===== config.mk =====
export PLATFORM = sky130hd
export DESIGN_NAME = exc_vector_sel
export DESIGN_NICKNAME = d
export VERILOG_FILES = /design/src/rtl/exc_sel_pkg.sv /design/src/rtl/exc_sel_ctrl.sv /design/src/rtl/exc_sel_dp.sv /design/src/rtl/exc_vector_sel.sv
export SDC_FILE = /design/constraint.sdc
export NUM_CORES = 1
export LEC_CHECK = 0
export CAP_MARGIN = 30
export CELL_PAD_IN_SITES_DETAIL_PLACEMENT = 0
export CELL_PAD_IN_SITES_GLOBAL_PLACEMENT = 1
export CORE_MARGIN = 2
export CORE_UTILIZATION = 23
export CTS_CLUSTER_DIAMETER = 200
export CTS_CLUSTER_SIZE = 28
export DETAILED_ROUTE_END_ITERATION = 6
export PLACE_DENSITY_LB_ADDON = 0.15
export SLEW_MARGIN = 5
export SYNTH_ARGS = -nofsm -noshare
export SYNTH_HDL_FRONTEND = slang
export SYNTH_HIERARCHICAL = 1
export SYNTH_SLANG_ARGS = --single-unit

===== constraint.sdc =====
create_clock -name clk -period 2 [get_ports clk]
set_input_delay 0.2 -clock clk [delete_from_list [all_inputs] [get_ports clk]]
set_output_delay 0.2 -clock clk [all_outputs]
set_load 0.05 [all_outputs]

===== src/rtl/exc_sel_pkg.sv =====
package exc_sel_pkg;
  typedef enum logic [2:0] {
    KIND_NONE = 3'd0,
    KIND_RST  = 3'd1,
    KIND_NMI  = 3'd2,
    KIND_MC   = 3'd3,
    KIND_FPU  = 3'd4,
    KIND_DEC  = 3'd5
  } excKind_t;

  typedef struct packed {
    logic     take;
    excKind_t kind;
    logic     setCs;
    logic     clrCs;
    logic     clrValid;
  } ctrlStrobe_t;
endpackage


===== src/rtl/exc_sel_ctrl.sv =====
module exc_sel_ctrl
  import exc_sel_pkg::*;
(
  input  logic        reqReset,
  input  logic        reqNmi,
  input  logic        reqMchk,
  input  logic        mchkEnable,
  input  logic        instIsFp,
  input  logic        fpEnabled,
  input  logic        reqDec,
  input  logic        extIntEnable,
  input  logic        ack,
  input  logic        busy,
  input  logic        inCheckstop,
  output ctrlStrobe_t strobe
);
  logic csEvent;
  logic canTake;

  assign csEvent = reqMchk & ~mchkEnable & ~reqReset;
  assign canTake = ~busy & ~inCheckstop & ~csEvent;

  always_comb begin
    strobe          = '0;
    strobe.kind     = KIND_NONE;
    strobe.clrValid = ack;
    if (reqReset) begin
      strobe.take  = 1'b1;
      strobe.kind  = KIND_RST;
      strobe.clrCs = 1'b1;
    end else if (csEvent) begin
      strobe.setCs = 1'b1;
    end else if (canTake) begin
      if (reqNmi) begin
        strobe.take = 1'b1;
        strobe.kind = KIND_NMI;
      end else if (reqMchk && mchkEnable) begin
        strobe.take = 1'b1;
        strobe.kind = KIND_MC;
      end else if (instIsFp && !fpEnabled) begin
        strobe.take = 1'b1;
        strobe.kind = KIND_FPU;
      end else if (reqDec && extIntEnable) begin
        strobe.take = 1'b1;
        strobe.kind = KIND_DEC;
      end
    end
  end
endmodule


===== src/rtl/exc_sel_dp.sv =====
module exc_sel_dp
  import exc_sel_pkg::*;
#(
  parameter int VEC_W   = 12,
  parameter int OFF_RST = 'h100,
  parameter int OFF_MC  = 'h200,
  parameter int OFF_FPU = 'h800,
  parameter int OFF_DEC = 'h900
) (
  input  logic             clk,
  input  logic             rstN,
  input  ctrlStrobe_t      strobe,
  output logic             takeQ,
  output logic [VEC_W-1:0] vecQ,
  output logic             validQ,
  output logic             nmiQ,
  output logic             csQ
);
  logic [VEC_W-1:0] vecNext;

  always_comb begin
    unique case (strobe.kind)
      KIND_RST, KIND_NMI: vecNext = VEC_W'(OFF_RST);
      KIND_MC:            vecNext = VEC_W'(OFF_MC);
      KIND_FPU:           vecNext = VEC_W'(OFF_FPU);
      KIND_DEC:           vecNext = VEC_W'(OFF_DEC);
      default:            vecNext = vecQ;
    endcase
  end

  always_ff @(posedge clk or negedge rstN) begin
    if (!rstN) begin
      takeQ  <= 1'b0;
      vecQ   <= '0;
      validQ <= 1'b0;
      nmiQ   <= 1'b0;
      csQ    <= 1'b0;
    end else begin
      takeQ <= strobe.take;
      if (strobe.take) begin
        vecQ   <= vecNext;
        nmiQ   <= (strobe.kind == KIND_NMI);
        validQ <= 1'b1;
      end else if (strobe.clrValid) begin
        validQ <= 1'b0;
      end
      if (strobe.clrCs)      csQ <= 1'b0;
      else if (strobe.setCs) csQ <= 1'b1;
    end
  end
endmodule


===== src/rtl/exc_vector_sel.sv =====
module exc_vector_sel
  import exc_sel_pkg::*;
#(
  parameter int VEC_W = 12
) (
  input  logic             clk,
  input  logic             rstN,
  input  logic             reqReset,
  input  logic             reqNmi,
  input  logic             reqMchk,
  input  logic             mchkEnable,
  input  logic             instIsFp,
  input  logic             fpEnabled,
  input  logic             reqDec,
  input  logic             extIntEnable,
  input  logic             ack,
  output logic             takePulse,
  output logic [VEC_W-1:0] vecOffset,
  output logic             vecValid,
  output logic             causeNmi,
  output logic             checkstop,
  output logic             eeClear
);
  ctrlStrobe_t strobe;

  exc_sel_ctrl ctrl_i (
    .reqReset    (reqReset),
    .reqNmi      (reqNmi),
    .reqMchk     (reqMchk),
    .mchkEnable  (mchkEnable),
    .instIsFp    (instIsFp),
    .fpEnabled   (fpEnabled),
    .reqDec      (reqDec),
    .extIntEnable(extIntEnable),
    .ack         (ack),
    .busy        (vecValid),
    .inCheckstop (checkstop),
    .strobe      (strobe)
  );

  exc_sel_dp #(.VEC_W(VEC_W)) dp_i (
    .clk   (clk),
    .rstN  (rstN),
    .strobe(strobe),
    .takeQ (takePulse),
    .vecQ  (vecOffset),
    .validQ(vecValid),
    .nmiQ  (causeNmi),
    .csQ   (checkstop)
  );

  assign eeClear = takePulse;
endmodule


; ---- Word-level counts from Yosys, hierarchy flattened
; Cells that the tools add are included.
[op_classes]
n_eq_ne = 5
muxes = 15
n_bitwise = 9
reduce_logical = 9
[op_table]
columns = cell, count
row1 = 12-bit case mux with 4 select lines, 1
row2 = 4-bit 2-to-1 mux, 7
row3 = 1-bit 2-to-1 mux, 7
row4 = 3-bit by 2-bit equality test with 1-bit output (second input constant), 2
row5 = 3-bit equality test (second input constant), 2
row6 = 1-bit inverter, 5
row7 = 1-bit bitwise AND, 4
row8 = 2-bit nonzero test, 2
row9 = 4-bit nonzero test, 1
row10 = 3-bit by 1-bit equality test with 1-bit output (second input constant), 1
row11 = 1-bit logical AND, 3
row12 = 2-bit AND reduction, 1
row13 = 2-bit OR reduction, 1
row14 = 1-bit zero test, 1
[word_totals]
ff_bits = 16
out_inout_bits = 17
elab_cells = 43

; ---- Logic depth before layout (Yosys ltp)
; Gate-level depths: netlist of run 1.
[depth]
word_depth = 12
mapped_depth = 6
ltp_nobuf = 6

; ---- Hierarchy
; Netlist of run 1, hierarchy kept.
[modules_own_cells]
columns = module, instances, cells_each, area_each_um2, seq_area_each_um2
row1 = exc_sel_dp, 1, 40, 376.6, 175.2
row2 = exc_sel_ctrl, 1, 15, 115.1, 0.0
row3 = exc_vector_sel, 1, 1, 7.5, 0.0

; ---- Worst setup path before layout of run 1
; OpenSTA, ideal clock, no wires.
[synth_path]
path_kind = reg2reg
start = reg dp_i.csQ
end = reg dp_i.vecQ[8]
arrival_ps = 1990
t_required_ps = 1874
setup_slack_ps = -116
stages_incl_launch_ff = 5
path_buffers = 0
synth_period_minus_slack_ps = 2116
cell_sequence = dfrtp_1 or3_4 o21ai_0 inv_1 a221o_1
[synth_rtl]
columns = item, line_no
row1 = "start, declared", exc_sel_dp.sv:17  ; output logic csQ
row2 = "start signal, assigned", exc_sel_dp.sv:37  ; csQ <= 1'b0;
row3 = "start signal, assigned", exc_sel_dp.sv:47  ; if (strobe.clrCs) csQ <= 1'b0;
row4 = "start signal, assigned", exc_sel_dp.sv:48  ; else if (strobe.setCs) csQ <= 1'b1;
row5 = "end signal, assigned", exc_sel_dp.sv:41  ; vecQ <= vecNext;
row6 = "end, declared", exc_sel_dp.sv:14  ; output logic [VEC_W-1:0] vecQ,

==> results.sh, run 1 <==
export IMPL_status="completed"
export IMPL_fp_dieArea_um2=2560
export IMPL_syn_area_um2=499
export IMPL_hold_class="in2async"
export IMPL_path_max_fanout=3
export IMPL_row_count=16
export IMPL_grt_pass1_vias=442
export IMPL_die_w_um=50.6
export IMPL_drv_slew=0
export IMPL_dpl_hpwl_um=865
export IMPL_synth_xor_area_share=0
export IMPL_place_port_buffers=18
export IMPL_p_per_area_nw_per_um2=640
export IMPL_ys_ff_latch=7
export IMPL_p_leak_uw=0.000340
export IMPL_post_cts_resize_count=0
export IMPL_synth_flop_cell="dfrtp_1"
export IMPL_initial_core_util=0.249
export IMPL_synth_warnings=6
export IMPL_chipHeight_um=50.6
export IMPL_synth_top_family_by_area="simple AND/OR/NAND/NOR gates"
export IMPL_worstMarginPinSlew_ns=0.501
export IMPL_layout_nets=95
export IMPL_core_region_area_um2=2000
export IMPL_maxCapViolCount=0
export IMPL_cts_tree="built"
export IMPL_antenna_found_initial=0
export IMPL_netlist_instances=56
export IMPL_synth_area_leader_cell="dfrtp_1"
export IMPL_end_kind="flip-flop"
export IMPL_peakVddDrop_uv=200
export IMPL_max_freq_mhz=564
export IMPL_fin_crit_sh=0.887
export IMPL_period_minus_slack_ns=1.77
export IMPL_required_ns=2.13
export IMPL_crit_arrival_ns=1.91
export IMPL_cts_sinks=7
export IMPL_ys_seq_area_frac=0.351
export IMPL_drc=0
export IMPL_first_pass_iters=4
export IMPL_placed_cell_area_um2=721
export IMPL_synth_cell_types=24
export IMPL_clk_latency_ns=0.25
export IMPL_gp_congestion=0.791
export IMPL_antenna_left=0
export IMPL_synth_edf_count=0
export IMPL_synth_compound_area_frac=0.206
export IMPL_synthTopCellsByCount="buf_4 (12), dfrtp_1 (7), nand2_1 (7)"
export IMPL_via_count=453
export IMPL_path_clk_slew_ns=0.05
export IMPL_ctsHoldBuffers=0
export IMPL_diodes=0
export IMPL_vias_per_cell=4.12
export IMPL_wl_mm=1.02
export IMPL_synth_most_common_cell="buf_4"
export IMPL_whs_ns=0.209
export IMPL_final_cell_area_um2=747
export IMPL_grtUsageTotal=0.0959
export IMPL_htree_num_levels=1
export IMPL_final_util=0.373
export IMPL_setup_viol=0
export IMPL_grt_pass1_wl_mm=1.83
export IMPL_num_io_pins=28
export IMPL_drt_iter0_markers=5
export IMPL_numCtsBuffers=3
export IMPL_start_kind="input pin"
export IMPL_ys_top_cells_by_area="dfrtp_1 (35%), buf_4 (18%), nand2_1 (5.3%), inv_1 (3.8%), nor3b_4 (3.8%)"
export IMPL_grt_remaining_overflow=0
export IMPL_yosys_area_share_simple=0.218
export IMPL_cts_root_buf="clkbuf_4"
export IMPL_syn_to_final_growth_pct=49.6
export IMPL_synthAdderAreaFrac=0
export IMPL_grt_max_degree=8
export IMPL_routedWlPerCell_um=9.23
export IMPL_slew_headroom=0.665
export IMPL_drive_gt1_frac=0.217
export IMPL_worst_clock_skew_ns=0.00275
export IMPL_crit_type="in2reg"
export IMPL_syn_area_per_cell_um2=8.91
export IMPL_cts_buffer_depth=2
export IMPL_async_reset_ff_frac=1.00
export IMPL_hold_viol=0
export IMPL_rsz0062_at_grt="false"
export IMPL_synth_mux_area_fraction=0
export IMPL_synth_top_area_frac=0.351
export IMPL_postCtsSetupBuffers=0
worst max-delay path: stages:
cell and delay [ns]:
clkdlybuf4s50_1 0.53, nor3b_4 0.06, or3_4 0.34, and4b_1 0.29
nand2b_2 0.16, o21ai_2 0.05, a221o_1 0.28
cells in the final DEF, fill, tap and decap left out, types with 2 or more instances in the layout:
| cell type | netlist | layout |
|---|---|---|
| buf_4 | 12 | 9 |
| a21oi_1 | 2 | 2 |
| clkdlybuf4s50_1 | 0 | 18 |
| nand2_1 | 7 | 7 |
| o21ai_1 | 1 | 2 |
| dfrtp_1 | 7 | 7 |
| nor2_1 | 2 | 2 |
| inv_1 | 5 | 5 |
| clkbuf_4 | 0 | 3 |
| conb_1 | 1 | 9 |
| nand2b_2 | 2 | 2 |
| o21ai_0 | 3 | 2 |
flip-flops by register name (all words and copies together), names as in the netlist:
| name | flops |
|---|---|
| dp_i/nmiQ | 1 |
| dp_i/validQ | 1 |
| dp_i/csQ | 1 |
| dp_i/takeQ | 1 |
| dp_i/vecQ | 3 |
routing by layer:
metal	global-route usage	wire length, um	vias to the layer above	share of wire
met3	0.0268	94	2	0.093
li1	-	-	228	-
met5	0	0	-	0
met1	0.109	417	200	0.41
met2	0.147	487	23	0.48
met4	0.0811	15	0	0.015
kinds of logic after synthesis:
logic type      Yosys count
compound gates           14
buf+inv                  17
flops                     7
other cells               1
simple gates             17
stage by stage:
stage	TNS, ns	total power (uW)	std cells	worst slack (ns)
6_report	0	478	110	0.226
3_5_place_dp	-0.0847	352	106	-0.0499
4_1_cts	0	486	110	0.226
5_1_grt	0	512	110	0.110
3_3_place_gp	-0.0812	353	106	-0.0406
2_1_floorplan	0	298	64	0.0146
path summary, 6_finish.rpt:
path	cells after the start	startpoint	end	slack, ns
setup / recovery	7	reqReset	dp_i/vecQ[8]	0.23
hold / removal	1	rstN	dp_i/nmiQ	0.21
setup reg to reg	5	dp_i/csQ	dp_i/vecQ[8]	0.31
hold reg to reg	2	dp_i/vecQ[11]	dp_i/vecQ[11]	0.52
max in group asynchronous	1	rstN	dp_i/csQ	1.55
min in group clk	2	dp_i/vecQ[11]	dp_i/vecQ[11]	0.52
power breakdown:
group | internal, uW | switching [uW] | leakage (uW)
logic | 68.5 | 120 | 0.000239
clock network | 76.2 | 53.1 | 0.0000150
registers | 152 | 8.16 | 0.0000856
area by class of cell:
class | instances | area, um2
repair buffers | 27 | 248
multi-input cells | 40 | 245
inverters | 5 | 18.8
flip-flops and latches | 7 | 175
fillers | 209 | 1250
well taps | 27 | 33.8
clock buffers | 4 | 26.3
Note: power is estimated with default switching activity, not from simulation.
==> run 2: changes to the inputs <==
--- a/config.mk
+++ b/config.mk
@@ -9,10 +9,11 @@
 export CELL_PAD_IN_SITES_DETAIL_PLACEMENT = 0
 export CELL_PAD_IN_SITES_GLOBAL_PLACEMENT = 1
 export CORE_MARGIN = 2
-export CORE_UTILIZATION = 23
+export CORE_UTILIZATION = 36
 export CTS_CLUSTER_DIAMETER = 200
 export CTS_CLUSTER_SIZE = 28
 export DETAILED_ROUTE_END_ITERATION = 6
+export DONT_BUFFER_PORTS = 1
 export PLACE_DENSITY_LB_ADDON = 0.15
 export SLEW_MARGIN = 5
 export SYNTH_ARGS = -nofsm -noshare
==> run 2 against run 1 <==
First-iteration DRC count grew 100%. Critical endpoint unchanged. Register-to-register slack lost 0.02 ns. Die area decreased by 34%. Largest power group is now sequential cells. Largest cell class is now multi-input gates. Clock skew fell by 0.0011 ns. Non-clock buffer count shrank 19.
==> results.sh, run 2 (synthesis results as in run 1) <==
export IMPL_layout_common_cells="conb_1 (9), nand2_1 (7), dfrtp_1 (7), buf_4 (6), inv_1 (5)"
export IMPL_antenna_found_initial=0
export IMPL_htree_num_levels=1
export IMPL_finalWorstSetupSlack_ns=0.291
export IMPL_finalSetupTns_ns=0
export IMPL_maxCapViolCount=0
export IMPL_via_count=399
export IMPL_row_count=13
export IMPL_grt_pass1_wl_mm=1.51
export IMPL_post_cts_resize_count=0
export IMPL_initial_core_util=0.384
export IMPL_cts_tree="built"
export IMPL_fp_dieArea_um2=1700
export IMPL_largest_reg_flops=3
export IMPL_slew_headroom=0.637
export IMPL_grtUsageTotal=0.147
export IMPL_setup_viol=0
export IMPL_dp_slack_ns=0.288
export IMPL_routedWlPerCell_um=12.4
export IMPL_num_io_pins=28
export IMPL_r2r_cells=4
export IMPL_r2r_end="dp_i/vecQ[8]"
export IMPL_dpl_hpwl_um=815
export IMPL_final_cell_area_um2=549
export IMPL_p_leak_uw=0.000265
export IMPL_status="completed"
export IMPL_wl_um=980
export IMPL_start_kind="flip-flop"
export IMPL_hold_class="in2reg"
export IMPL_stdcell_count=79
export IMPL_drt_iter0_markers=10
export IMPL_endpoint="dp_i/vecQ[8]"
export IMPL_core_region_area_um2=1300
export IMPL_crit_type="reg2reg"
export IMPL_numPlacedInstances=73
export IMPL_placed_cell_area_um2=503
export IMPL_fin_crit_sh=0.855
export IMPL_required_ns=2.13
export IMPL_syn_to_final_growth_pct=10.0
export IMPL_end_kind="flip-flop"
export IMPL_chipHeight_um=41.2
export IMPL_peakVddDrop_uv=225
export IMPL_rsz0062_at_grt="false"
export IMPL_place_port_buffers=0
export IMPL_drive_gt1_frac=0.234
export IMPL_r2r_slack_ns=0.29
export IMPL_crit_arrival_ns=1.84
export IMPL_final_util=0.422
export IMPL_layout_nets=76
export IMPL_period_minus_slack_ns=1.71
export IMPL_max_freq_mhz=585
export IMPL_grt_max_degree=9
export IMPL_cts_buffer_depth=2
export IMPL_gp_congestion=0.694
export IMPL_numCtsBuffers=3
export IMPL_layout_commonest_cell="conb_1"
export IMPL_worstReg2RegStart="dp_i/csQ"
export IMPL_path_clk_slew_ns=0.06
export IMPL_cts_root_buf="clkbuf_4"
export IMPL_clk_latency_ns=0.25
export IMPL_drc=0
export IMPL_grt_pass1_vias=381
export IMPL_hold_viol=0
export IMPL_grt_remaining_overflow=0
export IMPL_cts_sinks=7
export IMPL_die_w_um=41.2
export IMPL_path_max_fanout=5
export IMPL_worstMarginPinSlew_ns=0.544
export IMPL_drv_slew=0
export IMPL_first_pass_iters=4
export IMPL_p_per_area_nw_per_um2=790
export IMPL_worst_clock_skew_ns=0.00163
export IMPL_startpoint="dp_i/csQ"
export IMPL_antenna_left=0
export IMPL_diodes=0
export IMPL_largest_register="dp_i/vecQ"
export IMPL_vias_per_cell=5.05
[run 2: cell types whose count changed in the layout (fill, tap and decap cells not counted), sizes merged]
cell | before | now
clkdlybuf4s50 | 18 | 0
buf | 9 | 6
dlygate4sd3 | 0 | 2
[run 2: worst max-delay path, stage by stage (launching register included)]
cell     delay [ns]
dfrtp_1        0.37
or3_4          0.41
o31ai_2        0.41
o21ai_2        0.11
a221o_1        0.30
[run 2: worst min-delay path by stage]
stage                  start      endpoint  slack, ns  depth (start not counted)
floorplan               rstN      dp_i/csQ       -0.1                          0
global placement        rstN     dp_i/nmiQ       -0.1                          0
detailed placement      rstN  dp_i/vecQ[9]       -0.1                          0
CTS                 reqReset      dp_i/csQ     0.0008                          1
global route             ack   dp_i/validQ       0.05                          1
finish                   ack   dp_i/validQ       0.06                          1
[run 2: area by class of cell]
class | count | area (um2)
Tap cell | 15 | 18.8
Multi-Input combinational cell | 40 | 245
Sequential cell | 7 | 175
Timing Repair Buffer | 8 | 65.1
Inverter | 5 | 18.8
Clock buffer | 4 | 26.3
Fill cell | 156 | 752
[run 2: repair_timing]
action | CTS | global route
hold buffers | 1 | 1
hold endpoints to repair | 7 | 1
setup buffers | 0 | 0
[run 2: power by group]
group	switching, uW	leakage (uW)	internal (uW)
clock	54.5	0.0000150	76.3
sequential	29.6	0.0000856	152
combinational	90.5	0.000164	31.7
total	175	0.000265	260
[run 2: routing by layer]
| layer | wire length (um) | global-route usage | up-vias | share of wire |
|---|---|---|---|---|
| met2 | 514 | 0.227 | 22 | 0.52 |
| met3 | 75 | 0.0489 | 2 | 0.077 |
| met4 | 19 | 0.161 | 0 | 0.019 |
| met1 | 371 | 0.145 | 187 | 0.38 |
| li1 | - | - | 188 | - |
| met5 | 0 | 0 | - | 0 |
[run 2: stage by stage]
stage               hold WS, ns  power [uW]
finish                   0.0580         434
floorplan               -0.0956         298
CTS                    0.000803         441
global route             0.0486         467
global placement        -0.0954         298
detailed placement      -0.0954         301
==> run 3: changes to the inputs <==
--- a/config.mk
+++ b/config.mk
@@ -14,9 +14,11 @@
 export CTS_CLUSTER_SIZE = 28
 export DETAILED_ROUTE_END_ITERATION = 6
 export DONT_BUFFER_PORTS = 1
+export GPL_ROUTABILITY_DRIVEN = 0
 export PLACE_DENSITY_LB_ADDON = 0.15
 export SLEW_MARGIN = 5
 export SYNTH_ARGS = -nofsm -noshare
 export SYNTH_HDL_FRONTEND = slang
 export SYNTH_HIERARCHICAL = 1
 export SYNTH_SLANG_ARGS = --single-unit
+export TNS_END_PERCENT = 50
==> results of run 3 <==
The final DEF is identical to that of run 2; final timing and power are the same.
